File: src/rtl/a429_tx_pkg.sv
package a429_tx_pkg;

  localparam int HALF_W = 16;
  localparam int WORD_W = 31;
  localparam int SHORT_BITS = 24;

  typedef enum logic [1:0] {
    ST_IDLE = 2'd0,
    ST_DATA = 2'd1,
    ST_GAP  = 2'd2
  } ser_state_e;

  // Long format: reorder the two bus halves into serial order (index 0 is sent first)
  function automatic logic [WORD_W-1:0] pack_long(input logic [HALF_W-1:0] first,
                                                  input logic [HALF_W-1:0] second);
    return {first[10], first[9], second[15:0], first[15:11], first[7:0]};
  endfunction

  // Short format: label byte followed by the 16 bits of the second half
  function automatic logic [WORD_W-1:0] pack_short(input logic [HALF_W-1:0] first,
                                                   input logic [HALF_W-1:0] second);
    return {{(WORD_W-SHORT_BITS){1'b0}}, second, first[7:0]};
  endfunction

endpackage

File: src/rtl/a429_tx_loader.sv
module a429_tx_loader
  import a429_tx_pkg::*;
(
  input  logic              clk,
  input  logic              rst_n,
  input  logic [HALF_W-1:0] bus_in,
  input  logic              strobe_first,
  input  logic              strobe_second,
  input  logic              accept,
  input  logic              queue_full,
  input  logic              short_fmt,
  output logic              push,
  output logic [WORD_W-1:0] word
);

  logic [HALF_W-1:0] first_q;

  always_ff @(posedge clk) begin
    if (!rst_n) begin
      first_q <= '0;
    end else if (accept && strobe_first) begin
      first_q <= bus_in;
    end
  end

  always_comb begin
    push = accept && strobe_second && !queue_full;
    word = short_fmt ? pack_short(first_q, bus_in) : pack_long(first_q, bus_in);
  end

endmodule

File: src/rtl/a429_tx_fifo.sv
module a429_tx_fifo #(
  parameter int W     = 31,
  parameter int DEPTH = 8,
  localparam int PTR_W = (DEPTH > 1) ? $clog2(DEPTH) : 1,
  localparam int CNT_W = $clog2(DEPTH + 1)
) (
  input  logic             clk,
  input  logic             rst_n,
  input  logic             push,
  input  logic [W-1:0]     din,
  input  logic             pop,
  output logic [W-1:0]     dout,
  output logic             empty,
  output logic             full,
  output logic [CNT_W-1:0] fill
);

  localparam logic [PTR_W-1:0] LAST = PTR_W'(DEPTH - 1);

  logic [W-1:0]     mem [DEPTH];
  logic [PTR_W-1:0] wr_ptr;
  logic [PTR_W-1:0] rd_ptr;
  logic [CNT_W-1:0] cnt;
  logic             do_push;
  logic             do_pop;

  always_comb begin
    empty   = (cnt == '0);
    full    = (cnt == CNT_W'(DEPTH));
    do_push = push && !full;
    do_pop  = pop && !empty;
    dout    = mem[rd_ptr];
    fill    = cnt;
  end

  always_ff @(posedge clk) begin
    if (do_push) begin
      mem[wr_ptr] <= din;
    end
  end

  always_ff @(posedge clk) begin
    if (!rst_n) begin
      wr_ptr <= '0;
      rd_ptr <= '0;
      cnt    <= '0;
    end else begin
      if (do_push) begin
        wr_ptr <= (wr_ptr == LAST) ? '0 : wr_ptr + 1'b1;
      end
      if (do_pop) begin
        rd_ptr <= (rd_ptr == LAST) ? '0 : rd_ptr + 1'b1;
      end
      case ({do_push, do_pop})
        2'b10:   cnt <= cnt + 1'b1;
        2'b01:   cnt <= cnt - 1'b1;
        default: cnt <= cnt;
      endcase
    end
  end

endmodule

File: src/rtl/a429_tx_rate.sv
module a429_tx_rate #(
  parameter int DIV_FAST = 10,
  parameter int DIV_SLOW = 80,
  localparam int CW = $clog2(DIV_SLOW)
) (
  input  logic clk,
  input  logic rst_n,
  input  logic hold,
  input  logic slow,
  output logic first_half,
  output logic bit_end
);

  logic [CW-1:0] cnt;
  logic [CW-1:0] lim;
  logic [CW-1:0] half;

  always_comb begin
    lim        = slow ? CW'(DIV_SLOW - 1) : CW'(DIV_FAST - 1);
    half       = slow ? CW'(DIV_SLOW / 2) : CW'(DIV_FAST / 2);
    bit_end    = (cnt == lim);
    first_half = (cnt < half);
  end

  always_ff @(posedge clk) begin
    if (!rst_n || hold) begin
      cnt <= '0;
    end else if (bit_end) begin
      cnt <= '0;
    end else begin
      cnt <= cnt + 1'b1;
    end
  end

endmodule

File: src/rtl/a429_tx_ser.sv
module a429_tx_ser
  import a429_tx_pkg::*;
#(
  parameter int GAP_BITS = 4
) (
  input  logic              clk,
  input  logic              rst_n,
  input  logic              tx_en,
  input  logic              short_fmt,
  input  logic              even_par,
  input  logic              q_empty,
  input  logic [WORD_W-1:0] q_word,
  input  logic              first_half,
  input  logic              bit_end,
  output logic              pop,
  output logic              hold,
  output logic              idle,
  output logic              line_pos,
  output logic              line_neg,
  output logic              bit_clk
);

  localparam int IDX_W = $clog2(WORD_W + 1);
  localparam int GAP_W = $clog2(GAP_BITS + 1);
  localparam logic [IDX_W-1:0] IDX_LONG  = IDX_W'(WORD_W);
  localparam logic [IDX_W-1:0] IDX_SHORT = IDX_W'(SHORT_BITS);
  localparam logic [GAP_W-1:0] GAP_LAST  = GAP_W'(GAP_BITS - 1);

  ser_state_e        st;
  logic [WORD_W-1:0] shreg;
  logic [IDX_W-1:0]  idx;
  logic [IDX_W-1:0]  par_idx;
  logic [GAP_W-1:0]  gap_cnt;
  logic              par_bit;
  logic              cur_bit;
  logic              gap_done;
  logic              active;

  always_comb begin
    par_idx  = short_fmt ? IDX_SHORT : IDX_LONG;
    gap_done = (st == ST_GAP) && bit_end && (gap_cnt == GAP_LAST);
    pop      = tx_en && !q_empty && ((st == ST_IDLE) || gap_done);
    hold     = (st == ST_IDLE);
    idle     = (st == ST_IDLE);
    cur_bit  = (idx == par_idx) ? par_bit : shreg[0];
    active   = (st == ST_DATA) && tx_en && first_half;
    line_pos = active && cur_bit;
    line_neg = active && !cur_bit;
    bit_clk  = (st != ST_IDLE) && tx_en && first_half;
  end

  always_ff @(posedge clk) begin
    if (!rst_n) begin
      st      <= ST_IDLE;
      shreg   <= '0;
      idx     <= '0;
      gap_cnt <= '0;
      par_bit <= 1'b0;
    end else if (!tx_en) begin
      st <= ST_IDLE;
    end else if (pop) begin
      st      <= ST_DATA;
      shreg   <= q_word;
      idx     <= '0;
      par_bit <= even_par ? (^q_word) : ~(^q_word);
    end else begin
      case (st)
        ST_DATA: begin
          if (bit_end) begin
            if (idx == par_idx) begin
              st      <= ST_GAP;
              gap_cnt <= '0;
            end else begin
              idx   <= idx + 1'b1;
              shreg <= shreg >> 1;
            end
          end
        end
        ST_GAP: begin
          if (gap_done) begin
            st <= ST_IDLE;
          end else if (bit_end) begin
            gap_cnt <= gap_cnt + 1'b1;
          end
        end
        default: st <= ST_IDLE;
      endcase
    end
  end

endmodule

File: src/rtl/a429_tx.sv
module a429_tx
  import a429_tx_pkg::*;
#(
  parameter int DEPTH    = 8,
  parameter int DIV_FAST = 10,
  parameter int DIV_SLOW = 80,
  parameter int GAP_BITS = 4
) (
  input  logic        clk,
  input  logic        rst_n,
  input  logic [15:0] bus_in,
  input  logic        load_first,
  input  logic        load_second,
  input  logic        tx_en,
  input  logic        fmt_short,
  input  logic        par_even,
  input  logic        rate_slow,
  output logic        line_pos,
  output logic        line_neg,
  output logic        bit_clk,
  output logic        tx_empty
);

  localparam int CNT_W = $clog2(DEPTH + 1);

  logic              push;
  logic [WORD_W-1:0] push_word;
  logic              pop;
  logic [WORD_W-1:0] head_word;
  logic              q_empty;
  logic              q_full;
  logic [CNT_W-1:0]  fill;
  logic              hold;
  logic              idle;
  logic              first_half;
  logic              bit_end;

  a429_tx_loader u_loader (
    .clk          (clk),
    .rst_n        (rst_n),
    .bus_in       (bus_in),
    .strobe_first (load_first),
    .strobe_second(load_second),
    .accept       (!tx_en),
    .queue_full   (q_full),
    .short_fmt    (fmt_short),
    .push         (push),
    .word         (push_word)
  );

  a429_tx_fifo #(.W(WORD_W), .DEPTH(DEPTH)) u_fifo (
    .clk  (clk),
    .rst_n(rst_n),
    .push (push),
    .din  (push_word),
    .pop  (pop),
    .dout (head_word),
    .empty(q_empty),
    .full (q_full),
    .fill (fill)
  );

  a429_tx_rate #(.DIV_FAST(DIV_FAST), .DIV_SLOW(DIV_SLOW)) u_rate (
    .clk       (clk),
    .rst_n     (rst_n),
    .hold      (hold),
    .slow      (rate_slow),
    .first_half(first_half),
    .bit_end   (bit_end)
  );

  a429_tx_ser #(.GAP_BITS(GAP_BITS)) u_ser (
    .clk       (clk),
    .rst_n     (rst_n),
    .tx_en     (tx_en),
    .short_fmt (fmt_short),
    .even_par  (par_even),
    .q_empty   (q_empty),
    .q_word    (head_word),
    .first_half(first_half),
    .bit_end   (bit_end),
    .pop       (pop),
    .hold      (hold),
    .idle      (idle),
    .line_pos  (line_pos),
    .line_neg  (line_neg),
    .bit_clk   (bit_clk)
  );

  assign tx_empty = q_empty && idle;

endmodule

File: config.mk
export PLATFORM = sky130hd
export DESIGN_NAME = a429_tx
export DESIGN_NICKNAME = d
export VERILOG_FILES = /design/src/rtl/a429_tx_pkg.sv /design/src/rtl/a429_tx_loader.sv /design/src/rtl/a429_tx_fifo.sv /design/src/rtl/a429_tx_rate.sv /design/src/rtl/a429_tx_ser.sv /design/src/rtl/a429_tx.sv
export SDC_FILE = /design/constraint.sdc
export NUM_CORES = 1
export LEC_CHECK = 0
export BUFFER_PORTS_ARGS = -buffer_cell sky130_fd_sc_hd__buf_2
export CORE_ASPECT_RATIO = 0.9
export CORE_MARGIN = 1
export CORE_UTILIZATION = 55
export CTS_CLUSTER_DIAMETER = 100
export CTS_CLUSTER_SIZE = 8
export DETAILED_ROUTE_END_ITERATION = 6
export GPL_TIMING_DRIVEN = 0
export PLACE_DENSITY = 0.78
export SLEW_MARGIN = 10
export SYNTH_ARGS = -nofsm -noshare
export SYNTH_HDL_FRONTEND = slang
export SYNTH_SLANG_ARGS = --single-unit
File: constraint.sdc
create_clock -name clk -period 4.2 [get_ports clk]
set_clock_uncertainty 0.2 [all_clocks]
set_input_delay 0.84 -clock clk [delete_from_list [all_inputs] [get_ports clk]]
set_output_delay 0.84 -clock clk [all_outputs]
set_load 0.01 [all_outputs]
* Word-level counts from Yosys, hierarchy flattened
Memory sizes are Yosys's and may differ from the RTL's. A register that Yosys moved wholly into a read port is not among the register bits. Index checks and enable logic that the tools add are counted.
Word-level totals: register bits after elaboration 75, latch bits 0, RAM bits 248, bits in read-only memories 0, bits of input ports 24, output and inout port bits 4, logic and storage cells 113, memories kept 1
Memory list:
- u_fifo.mem | depth 8, bits a word 31, read ports 1, clocked after Yosys merged registers in 1, wr ports 1, RTL line a429_tx_fifo.sv:20 | logic [W-1:0] mem [DEPTH];
Cells by class: add/subtract/negate cells 7, $mul 0, div/mod/pow operators 0, $lt $le $gt $ge 1, eq/ne operators 19, shift-type cells 0, muxes and demuxes 31, bitwise logic cells 4, reduce and logical (&&, ||, !) cells 39
Operator list (count):
- 31-bit two-way mux | 5
- 31-bit parity | 1
- 3-bit two-way mux | 9
- 5-bit two-way mux | 4
- 1-bit logical AND | 16
- 2-bit nonzero test | 5
- 3-bit by 1-bit adder with 3-bit output (second input constant) | 3
- 3-bit by 2-bit inequality test with 1-bit output (second input constant) | 3
- 2-bit by 1-bit inequality test with 1-bit output (second input constant) | 4
- 4-bit case mux with 2 select lines | 1
- 7-bit by 1-bit adder with 7-bit output (second input constant) | 1
- 7-bit == test | 1
- 7-bit less-than comparator | 1
- 7-bit two-way mux | 1
- 7-bit AND reduction | 1
- 3-bit == test (second input constant) | 2
- 2-bit two-way mux | 3
- 6-bit two-way mux | 1
- 3-bit case mux with 2 select lines | 1
- 3-bit AND reduction | 2
- 5-bit by 1-bit adder with 5-bit output (second input constant) | 1
- 5-bit == test | 1
- 1-bit logical NOT | 5
- 1-bit two-way mux | 5
- other kinds (16) | 24

* Depth between registers and ports, before layout
Gate-level depths: netlist of the first run.
depth after elaboration 9, depth in mapped cells 15, mapped depth without buffers 14

* Hierarchy
A second synthesis of the first run with hierarchy kept.
Unflattened totals: cells, all modules 854, area total of the unflattened synthesis 13745.7 µm²
By module, submodules not included:
- a429_tx_fifo | instances 1, cells each 437, area an instance 10034.6 µm²
- a429_tx_ser | instances 1, cells each 271, area an instance 2382.3 µm²
- a429_tx_loader | instances 1, cells each 103, area an instance 927.1 µm²
- a429_tx_rate | instances 1, cells each 41, area an instance 391.6 µm²
- a429_tx | instances 1, cells each 2, area an instance 10.0 µm²

* Worst setup path after synthesis of the first run
No wires, ideal clock.
path kind in2reg, start input port tx_en, end memory u_fifo.mem[4][0], enable pin, setup time 0.464 ns, arrival 3.739 ns, required time 3.536 ns, slack -0.203 ns, stages 4, buffers on the path 1, path through clkbuf_1 -> and3b_1 -> nand2b_1 -> nor3b_1
Between the ends: cells in the longest elaborated chain, start to end 6
Ends and longest elaborated chain:
- start: declaration | RTL line a429_tx.sv:14 | input logic tx_en,
- 1-bit logical NOT
- 1-bit logical AND (2 in a row) | RTL line a429_tx_loader.sv:27 | push = accept && strobe_second && !queue_full;
- 1-bit logical AND | RTL line a429_tx_fifo.sv:30 | do_push = push && !full;
- 1-bit two-way mux | RTL line a429_tx_fifo.sv:37 | if (do_push) begin
- 1-bit two-way mux (implied by the code) | RTL line a429_tx_fifo.sv:38 | mem[wr_ptr] <= din;
- end: declaration | RTL line a429_tx_fifo.sv:20
Every way passes these cells.

* Final worst setup path of the first run
start input port rate_slow, end register u_fifo.cnt[2] (netlist: u_fifo.fill[2])
Between the ends: cells in the longest elaborated chain, start to end 9, elaborated cells on any way between the ends 11
Ends and longest elaborated chain:
- start: declaration | RTL line a429_tx.sv:17 | input logic rate_slow,
- 7-bit two-way mux * | RTL line a429_tx_rate.sv:19 | lim = slow ? CW'(DIV_SLOW - 1) : CW'(DIV_FAST - 1);
- 7-bit == test * | RTL line a429_tx_rate.sv:21 | bit_end = (cnt == lim);
- 1-bit logical AND * (2 in a row) | RTL line a429_tx_ser.sv:41 | gap_done = (st == ST_GAP) && bit_end && (gap_cnt == GAP_LAST);
- 1-bit logical OR * | RTL line a429_tx_ser.sv:42 | pop = tx_en && !q_empty && ((st == ST_IDLE) || gap_done);
- 1-bit logical AND * | RTL line a429_tx_ser.sv:42
- 1-bit logical AND * | RTL line a429_tx_fifo.sv:31 | do_pop = pop && !empty;
- 2-bit by 1-bit == test with 1-bit output or 2-bit == test (tied branches) | RTL line a429_tx_fifo.sv:54 | case ({do_push, do_pop})
- 4-bit case mux with 2 select lines or 2-bit nonzero test (tied branches)
- end signal: assignment | RTL line a429_tx_fifo.sv:55 | 2'b10: cnt <= cnt + 1'b1;
- end signal: assignment | RTL line a429_tx_fifo.sv:56 | 2'b01: cnt <= cnt - 1'b1;
- end signal: assignment | RTL line a429_tx_fifo.sv:57 | default: cnt <= cnt;
- end: declaration | RTL line a429_tx_fifo.sv:23 | logic [CNT_W-1:0] cnt;
Mark *: on every way between the ends. The rest lies on a longest branch, timed or not. A chain may end at the register's enable or synchronous reset.

==> results.toml, run 1 <==
[floorplan]
ios = 28
fp.coreArea_um2 = 23500
die_w_um = 165
die_h_um = 149
initial_utilization_pct = 56.3
dieArea_um2 = 24700
fp-row-count = 53

[critical_path]
crit_buf_inv = 2
cp_top_family = "simple AND/OR/NAND/NOR gates"
cpPeakStageDelay_ns = 0.37
crit_path_frequent_cell = "ha_1"
end_kind = "register"
critPathMaxFanout = 19
worst_ep_arrival_time_ns = 4.11
worst_setup_path_start_kind = "input port"
crit_type = "in -> reg"
crit_chain = "buf_2, ha_1, nor4b_1, nand2_1, a21oi_2, a21bo_2, nand4b_1, clkinv_4, ha_1, xor2_1, ha_1, a21oi_1, xor2_1, or3_1, a21boi_0"
cp_data_required_time_ns = 4.46
slowest_stage = "nand4b_1"

[layout]
final_util_pct = 65.5
area_growth_pct = 16.4
diodes = 0
multi_input_area_um2 = 4030
drive_gt1_share_pct = 17.6
fill_cells = 1663
final_nets = 1039
seq_area_um2 = 8990

[yosys]
post-synth-top-area-fraction_pct = 56.4
synth_edf_count = 248
ys_ff_latch = 325
async_flop_share_pct = 0
yosysMostFrequentCell = "edfxtp_1"
yosysUniqueCellTypes = 45
synth_area_um2 = 13200
yosysTopAreaCell = "edfxtp_1"
ys_warn_count = 0
synthCells = 906
synth_area_leaders = "edfxtp_1 (56%), dfxtp_1 (12%), mux4_2 (5.3%), mux2i_1 (4.9%), nand2_1 (2.3%)"
ys.flop_type = "edfxtp_1"
synthTopCellsByCount = "edfxtp_1 (248), nand2_1 (82), nor2_1 (80)"
syn_avg_cell_area_um2 = 14.6
syn_nets = 944
seq_area_frac_synth_pct = 68.0

[pwr]
p_sw_share_pct = 29.4
p_switching_mw = 2.84
power.total_mw = 9.68
p_per_area_nw_per_um2 = 629
p_comb_share_pct = 25.2
clock_power_share_pct = 35.1
intPower_mw = 6.83
p_leak_nw = 5.11
seqPwrFrac_pct = 39.7
ir_drop_mv = 0.426

[grt]
grt_pass1_vias = 7688
grt_max_degree = 20
grt_remaining_overflow = 0
grt_pass1_wl_mm = 45.3
antenna_found_initial = 0
groute.usage.overall_pct = 25.4

[routing]
drc = 2
wl_per_cell_um = 22.5
post_drt_via_cell_ratio = 5.97
drt_wl_total_mm = 30.2
drtAntennaViolNets = 0
vias = 7989
drt_iter0_drc = 889
drtPass1Iterations = 7

[clocking]
cts_sinks = 325
cts_tree = "yes"
cts.hold.buffers_added = 0
cts_root_buffer = "clkbuf_16"
post_cts_buffers = 0
clk_path_buf_depth = 3
cts_buffers = 46
clk_pin_slew_worst_paths_ns = 0.05
htree_num_levels = 2
clock_latency_ns = 0.55

[timing]
hold_violations = 0
period_needed_ns = 3.84
worst_slew_pin_slew_ns = 0.949
relSlewSlack_pct = 36.8
period_share_pct = 91.5
slew_violations = 0
fmax_ghz = 0.260
setup_viol = 0
rsz0062_at_grt = "no"

[status]
status = "complete, but fails checks"
failed_checks = "DRC"

[place]
dpl.hpwl_mm = 20.5
portBuffers = 24
gp_congestion = 0.872

[flow_run]
drv_cap = 0

[worst_hold_path]
hold_path.class = "reg -> reg"
[cells by family after synthesis]
family,count (synthesis),synth area share (%)
adders and majority gates,14,1.33
DFF,325,68.0
xor gates and xnor gates,44,2.92
and+or+nand+nor,220,7.39
muxes,112,11.6
buffers and inverters,55,1.87
AOI/OAI and AO/OA,136,6.91
[through the flow]
stage	setup WS, ns	instances	area, um^2	hold slack, ns	TNS (ns)
6_report	0.356	1339	15400	0.256	0
3_5_place_dp	-0.738	1256	14000	0.249	-1.49
2_1_floorplan	-0.203	906	13200	0.231	-23.90
5_1_grt	0.0362	1339	15400	0.275	0
4_1_cts	0.111	1339	15400	0.256	0
3_3_place_gp	-2.79	1232	13700	0.237	-530.97
[power groups by stage]
stage                     clock (mW)  sequential, mW  combinational (mW)
final                           3.40            3.84                2.44
after global routing            3.57            3.85                2.63
after CTS                       3.43            3.83                2.43
after detailed placement           0            3.88                2.40
after global placement             0            3.88                2.33
after floorplan                    0            3.85                1.85
[final cells by class]
class	instances	share of cell area (%)
clock inverters	4	0.415
flip-flops and latches	325	58.4
well taps	302	2.46
clock buffers	80	8.32
inverters	8	0.228
plain buffers	46	1.38
repair buffers	48	2.55
multi-input cells	526	26.2
[placed cells by master, fill, tap and decap left out, types with 2 or more instances in the layout]
| master | instances |
|---|---|
| edfxtp_1 | 248 |
| nand2_1 | 82 |
| nor2_1 | 78 |
| dfxtp_1 | 77 |
| mux2i_1 | 65 |
| clkbuf_1 | 62 |
| clkbuf_16 | 46 |
| buf_2 | 32 |
| o22ai_1 | 32 |
| mux4_2 | 31 |
| o211ai_1 | 29 |
| xnor2_1 | 29 |
| a21oi_1 | 23 |
| a21boi_0 | 23 |
| mux2_2 | 16 |
| xor2_1 | 15 |
| buf_6 | 14 |
| ha_1 | 14 |
| buf_4 | 13 |
| a21oi_2 | 12 |
| o21ai_0 | 10 |
| nor2b_1 | 9 |
| nand3_1 | 8 |
| inv_1 | 7 |
| or3_1 | 7 |
| nand2b_1 | 7 |
| nor3b_2 | 4 |
| and2_1 | 4 |
| buf_1 | 4 |
| nor3_1 | 3 |
| and3_1 | 3 |
| nand3b_1 | 3 |
| nor2_4 | 2 |
| nor3_2 | 2 |
| nand4_1 | 2 |
| a21boi_1 | 2 |
| buf_16 | 2 |
[metal layers]
metal / up-vias / wire, um / share of wire, % / global-route usage [%]
met1: 3920 / 12600 / 42 / 36.6
met3: 76 / 2810 / 9.3 / 5.37
met2: 382 / 13700 / 45 / 38.4
met5: - / 0 / 0 / 0
li1: 3611 / - / - / -
met4: 0 / 1060 / 3.5 / 9.45
[flip-flops by register name, summed over array words and instances, names as in the netlist, named ones only]
name              cells
u_fifo.fill           4
u_fifo.mem          248
u_fifo.rd_ptr         3
u_fifo.wr_ptr         3
u_loader.first_q     15
u_rate.cnt            7
u_ser.gap_cnt         3
u_ser.idx             5
u_ser.par_bit         1
u_ser.shreg          31
u_ser.st              2
[worst paths after layout]
path / end / slack [ns] / cells after the start / start
setup / recovery: u_fifo.fill[2]$_SDFFE_PN0P_ / 0.36 / 15 / rate_slow
setup reg to reg: u_fifo.fill[2]$_SDFFE_PN0P_ / 0.40 / 14 / u_rate.cnt[2]$_SDFF_PP0_
hold reg to reg: u_ser.gap_cnt[1]$_SDFFE_PN0P_ / 0.26 / 2 / u_ser.gap_cnt[1]$_SDFFE_PN0P_
hold / removal: u_ser.gap_cnt[1]$_SDFFE_PN0P_ / 0.26 / 2 / u_ser.gap_cnt[1]$_SDFFE_PN0P_
[worst reg2reg max path: stages (launching register included)]
cell,delay (ns)
dfxtp_1,0.41
ha_1,0.28
nor4b_1,0.30
nand2_1,0.11
a21oi_2,0.25
a21bo_2,0.19
nand4b_1,0.37
clkinv_4,0.30
ha_1,0.30
xor2_1,0.18
ha_1,0.16
a21oi_1,0.04
xor2_1,0.16
or3_1,0.30
a21boi_0,0.18
[repair_timing]
item                                    in CTS  in global routing
resized for setup                            0                  4
endpoints found under the setup margin       1                  1
endpoints found under the hold margin        0                  0
Power figures use the tool's default switching activity.
==> inputs of run 2 (changes only) <==
--- a/config.mk
+++ b/config.mk
@@ -9,6 +9,7 @@
 export CORE_ASPECT_RATIO = 0.9
 export CORE_MARGIN = 1
 export CORE_UTILIZATION = 55
+export CTS_BUF_LIST = sky130_fd_sc_hd__clkbuf_16
 export CTS_CLUSTER_DIAMETER = 100
 export CTS_CLUSTER_SIZE = 8
 export DETAILED_ROUTE_END_ITERATION = 6
==> run 2 against run 1 <==
Net effect:
- the flow still finishes with violations (DRC)
- via count is 0.13% higher
- critical path depth did not move
- hold slack lost 0.00078 ns
- first-iteration DRC count is 2.4% lower
- register-to-register slack worse by 0.02 ns
- core utilization did not move
- worst setup slack got worse by 0.019 ns
- final cell count stayed put
- critical path type unchanged
- largest cell class unchanged
==> results.toml, run 2 (same netlist as run 1, synthesis figures left out) <==
[status]
status = "complete, but fails checks"
failed_checks = "DRC"

[routing]
drtPass1Iterations = 7
vias = 7999
drt_wl_total_mm = 30.3
post_drt_via_cell_ratio = 5.97
met3_wirelength_mm = 2.70
drt_iter0_drc = 868
drc = 2
wl_per_cell_um = 22.6
drtAntennaViolNets = 0
drt-met1-wl_mm = 12.8
top_layer_used = "met4"
wl_met2_mm = 13.8

[clocking]
htree_num_levels = 2
cts_root_buffer = "clkbuf_16"
cts.hold.buffers_added = 0
cts_sinks = 325
cts_buffers = 46
clk_path_buf_depth = 3
cts_tree = "yes"
clock_latency_ns = 0.55
clk_pin_slew_worst_paths_ns = 0.05

[floorplan]
initial_utilization_pct = 56.3
fp.coreArea_um2 = 23500
dieArea_um2 = 24700
ios = 28
fp-row-count = 53
die_h_um = 149
die_w_um = 165

[pwr]
p_switching_mw = 2.86
intPower_mw = 6.75
seqPwrFrac_pct = 39.9
ir_drop_mv = 0.423
p_per_area_nw_per_um2 = 625
power.total_mw = 9.61
clock_power_share_pct = 34.6
p_comb_share_pct = 25.5
p_leak_nw = 5.25
p_sw_share_pct = 29.8

[timing]
period_needed_ns = 3.86
relSlewSlack_pct = 36.1
tns_ns = 0
setup_viol = 0
worst_slew_pin_slew_ns = 0.954
holdWs_ns = 0.255
hold_violations = 0
fmax_ghz = 0.259
rsz0062_at_grt = "no"
slew_violations = 0
period_share_pct = 92.0

[layout]
largestRegisters = "u_fifo.mem: 248 flops, u_ser.shreg: 31 flops, u_loader.first_q: 15 flops"
diodes = 0
area_growth_pct = 16.4
largest_reg_flops = 248
layout_common_cells = "edfxtp_1 (248), nand2_1 (82), nor2_1 (78), dfxtp_1 (77), mux2i_1 (65)"
final_common_cell = "edfxtp_1"
final_nets = 1039
regMostFlops = "u_fifo.mem"
drive_gt1_share_pct = 17.6

[place]
gp_congestion = 0.872
portBuffers = 24
dpl.hpwl_mm = 20.5

[grt]
antenna_found_initial = 0
grt_pass1_wl_mm = 45.3
grt_max_degree = 20
grt_pass1_vias = 7690
grt_remaining_overflow = 0
groute.usage.overall_pct = 25.4

[critical_path]
end_kind = "register"
slowest_stage = "nand4b_1"
crit_type = "in -> reg"
cp_top_family = "simple AND/OR/NAND/NOR gates"
critPathMaxFanout = 19
crit_chain = "buf_2, ha_1, nor4b_1, nand2_1, a21oi_2, a21bo_2, nand4b_1, clkinv_4, ha_1, xor2_1, ha_1, a21oi_1, xor2_1, or3_1, a21boi_0"
cp_data_required_time_ns = 4.46
worst_ep_arrival_time_ns = 4.13
worst_setup_path_start_kind = "input port"
cpPeakStageDelay_ns = 0.37
crit_buf_inv = 2
crit_path_frequent_cell = "ha_1"

[flow_run]
drv_cap = 0

[worst_hold_path]
hold_path.class = "reg -> reg"
run 2: cell count changes in the layout (fill, tap and decap cells not counted), sizes merged:
cell	before	now
clkbuf	108	74
inv	9	43
run 2: routing by layer:
metal / vias to the layer above / GRT usage, %
li1: 3606 / -
met1: 3940 / 36.5
met2: 381 / 38.4
met3: 72 / 5.37
met4: 0 / 9.45
met5: - / 0
run 2: path summary, 6_finish.rpt:
kind	startpoint	to	slack, ns	cells past startpoint
min reg2reg	u_ser.gap_cnt[1]$_SDFFE_PN0P_	u_ser.gap_cnt[1]$_SDFFE_PN0P_	0.26	2
max reg2reg	u_rate.cnt[2]$_SDFF_PP0_	u_fifo.fill[2]$_SDFFE_PN0P_	0.38	14
min	u_ser.gap_cnt[1]$_SDFFE_PN0P_	u_ser.gap_cnt[1]$_SDFFE_PN0P_	0.26	2
max	rate_slow	u_fifo.fill[2]$_SDFFE_PN0P_	0.34	15
run 2: per-stage QoR:
stage | util, % | worst slack [ns] | cell area (um^2) | instances
after global placement | 58.4 | -2.79 | 13700 | 1232
final | 65.5 | 0.337 | 15400 | 1339
after CTS | 65.5 | 0.111 | 15400 | 1339
after detailed placement | 59.8 | -0.738 | 14000 | 1256
after floorplan | - | -0.203 | 13200 | 906
after global routing | 65.5 | 0.0362 | 15400 | 1339
run 2: layout make-up:
cell class	count	area, um^2
Clock buffer	46	1150
Clock inverter	38	191
Multi-Input combinational cell	526	4030
Buffer	46	213
Tap cell	302	378
Sequential cell	325	8990
Timing Repair Buffer	48	393
Fill cell	1663	8100
Inverter	8	35.0
run 2: worst reg2reg max path: stages (launching register included):
cell and delay (ns):
dfxtp_1 0.42, ha_1 0.28, nor4b_1 0.30, nand2_1 0.11, a21oi_2 0.25, a21bo_2 0.19
nand4b_1 0.37, clkinv_4 0.30, ha_1 0.30, xor2_1 0.18, ha_1 0.16, a21oi_1 0.04
xor2_1 0.16, or3_1 0.30, a21boi_0 0.18
run 2: repair_timing:
| item | CTS | global route |
|---|---|---|
| gates resized for setup | 0 | 4 |
| setup buffers | 0 | 0 |
| endpoints found under the setup margin | 1 | 1 |
| pin swaps | 0 | 0 |
run 2: power by group through the flow:
stage | clock network (mW) | logic (mW) | registers (mW)
2_1_floorplan | 0 | 1.85 | 3.85
3_3_place_gp | 0 | 2.33 | 3.88
3_5_place_dp | 0 | 2.40 | 3.88
4_1_cts | 3.35 | 2.43 | 3.83
5_1_grt | 3.49 | 2.63 | 3.85
6_report | 3.32 | 2.45 | 3.84
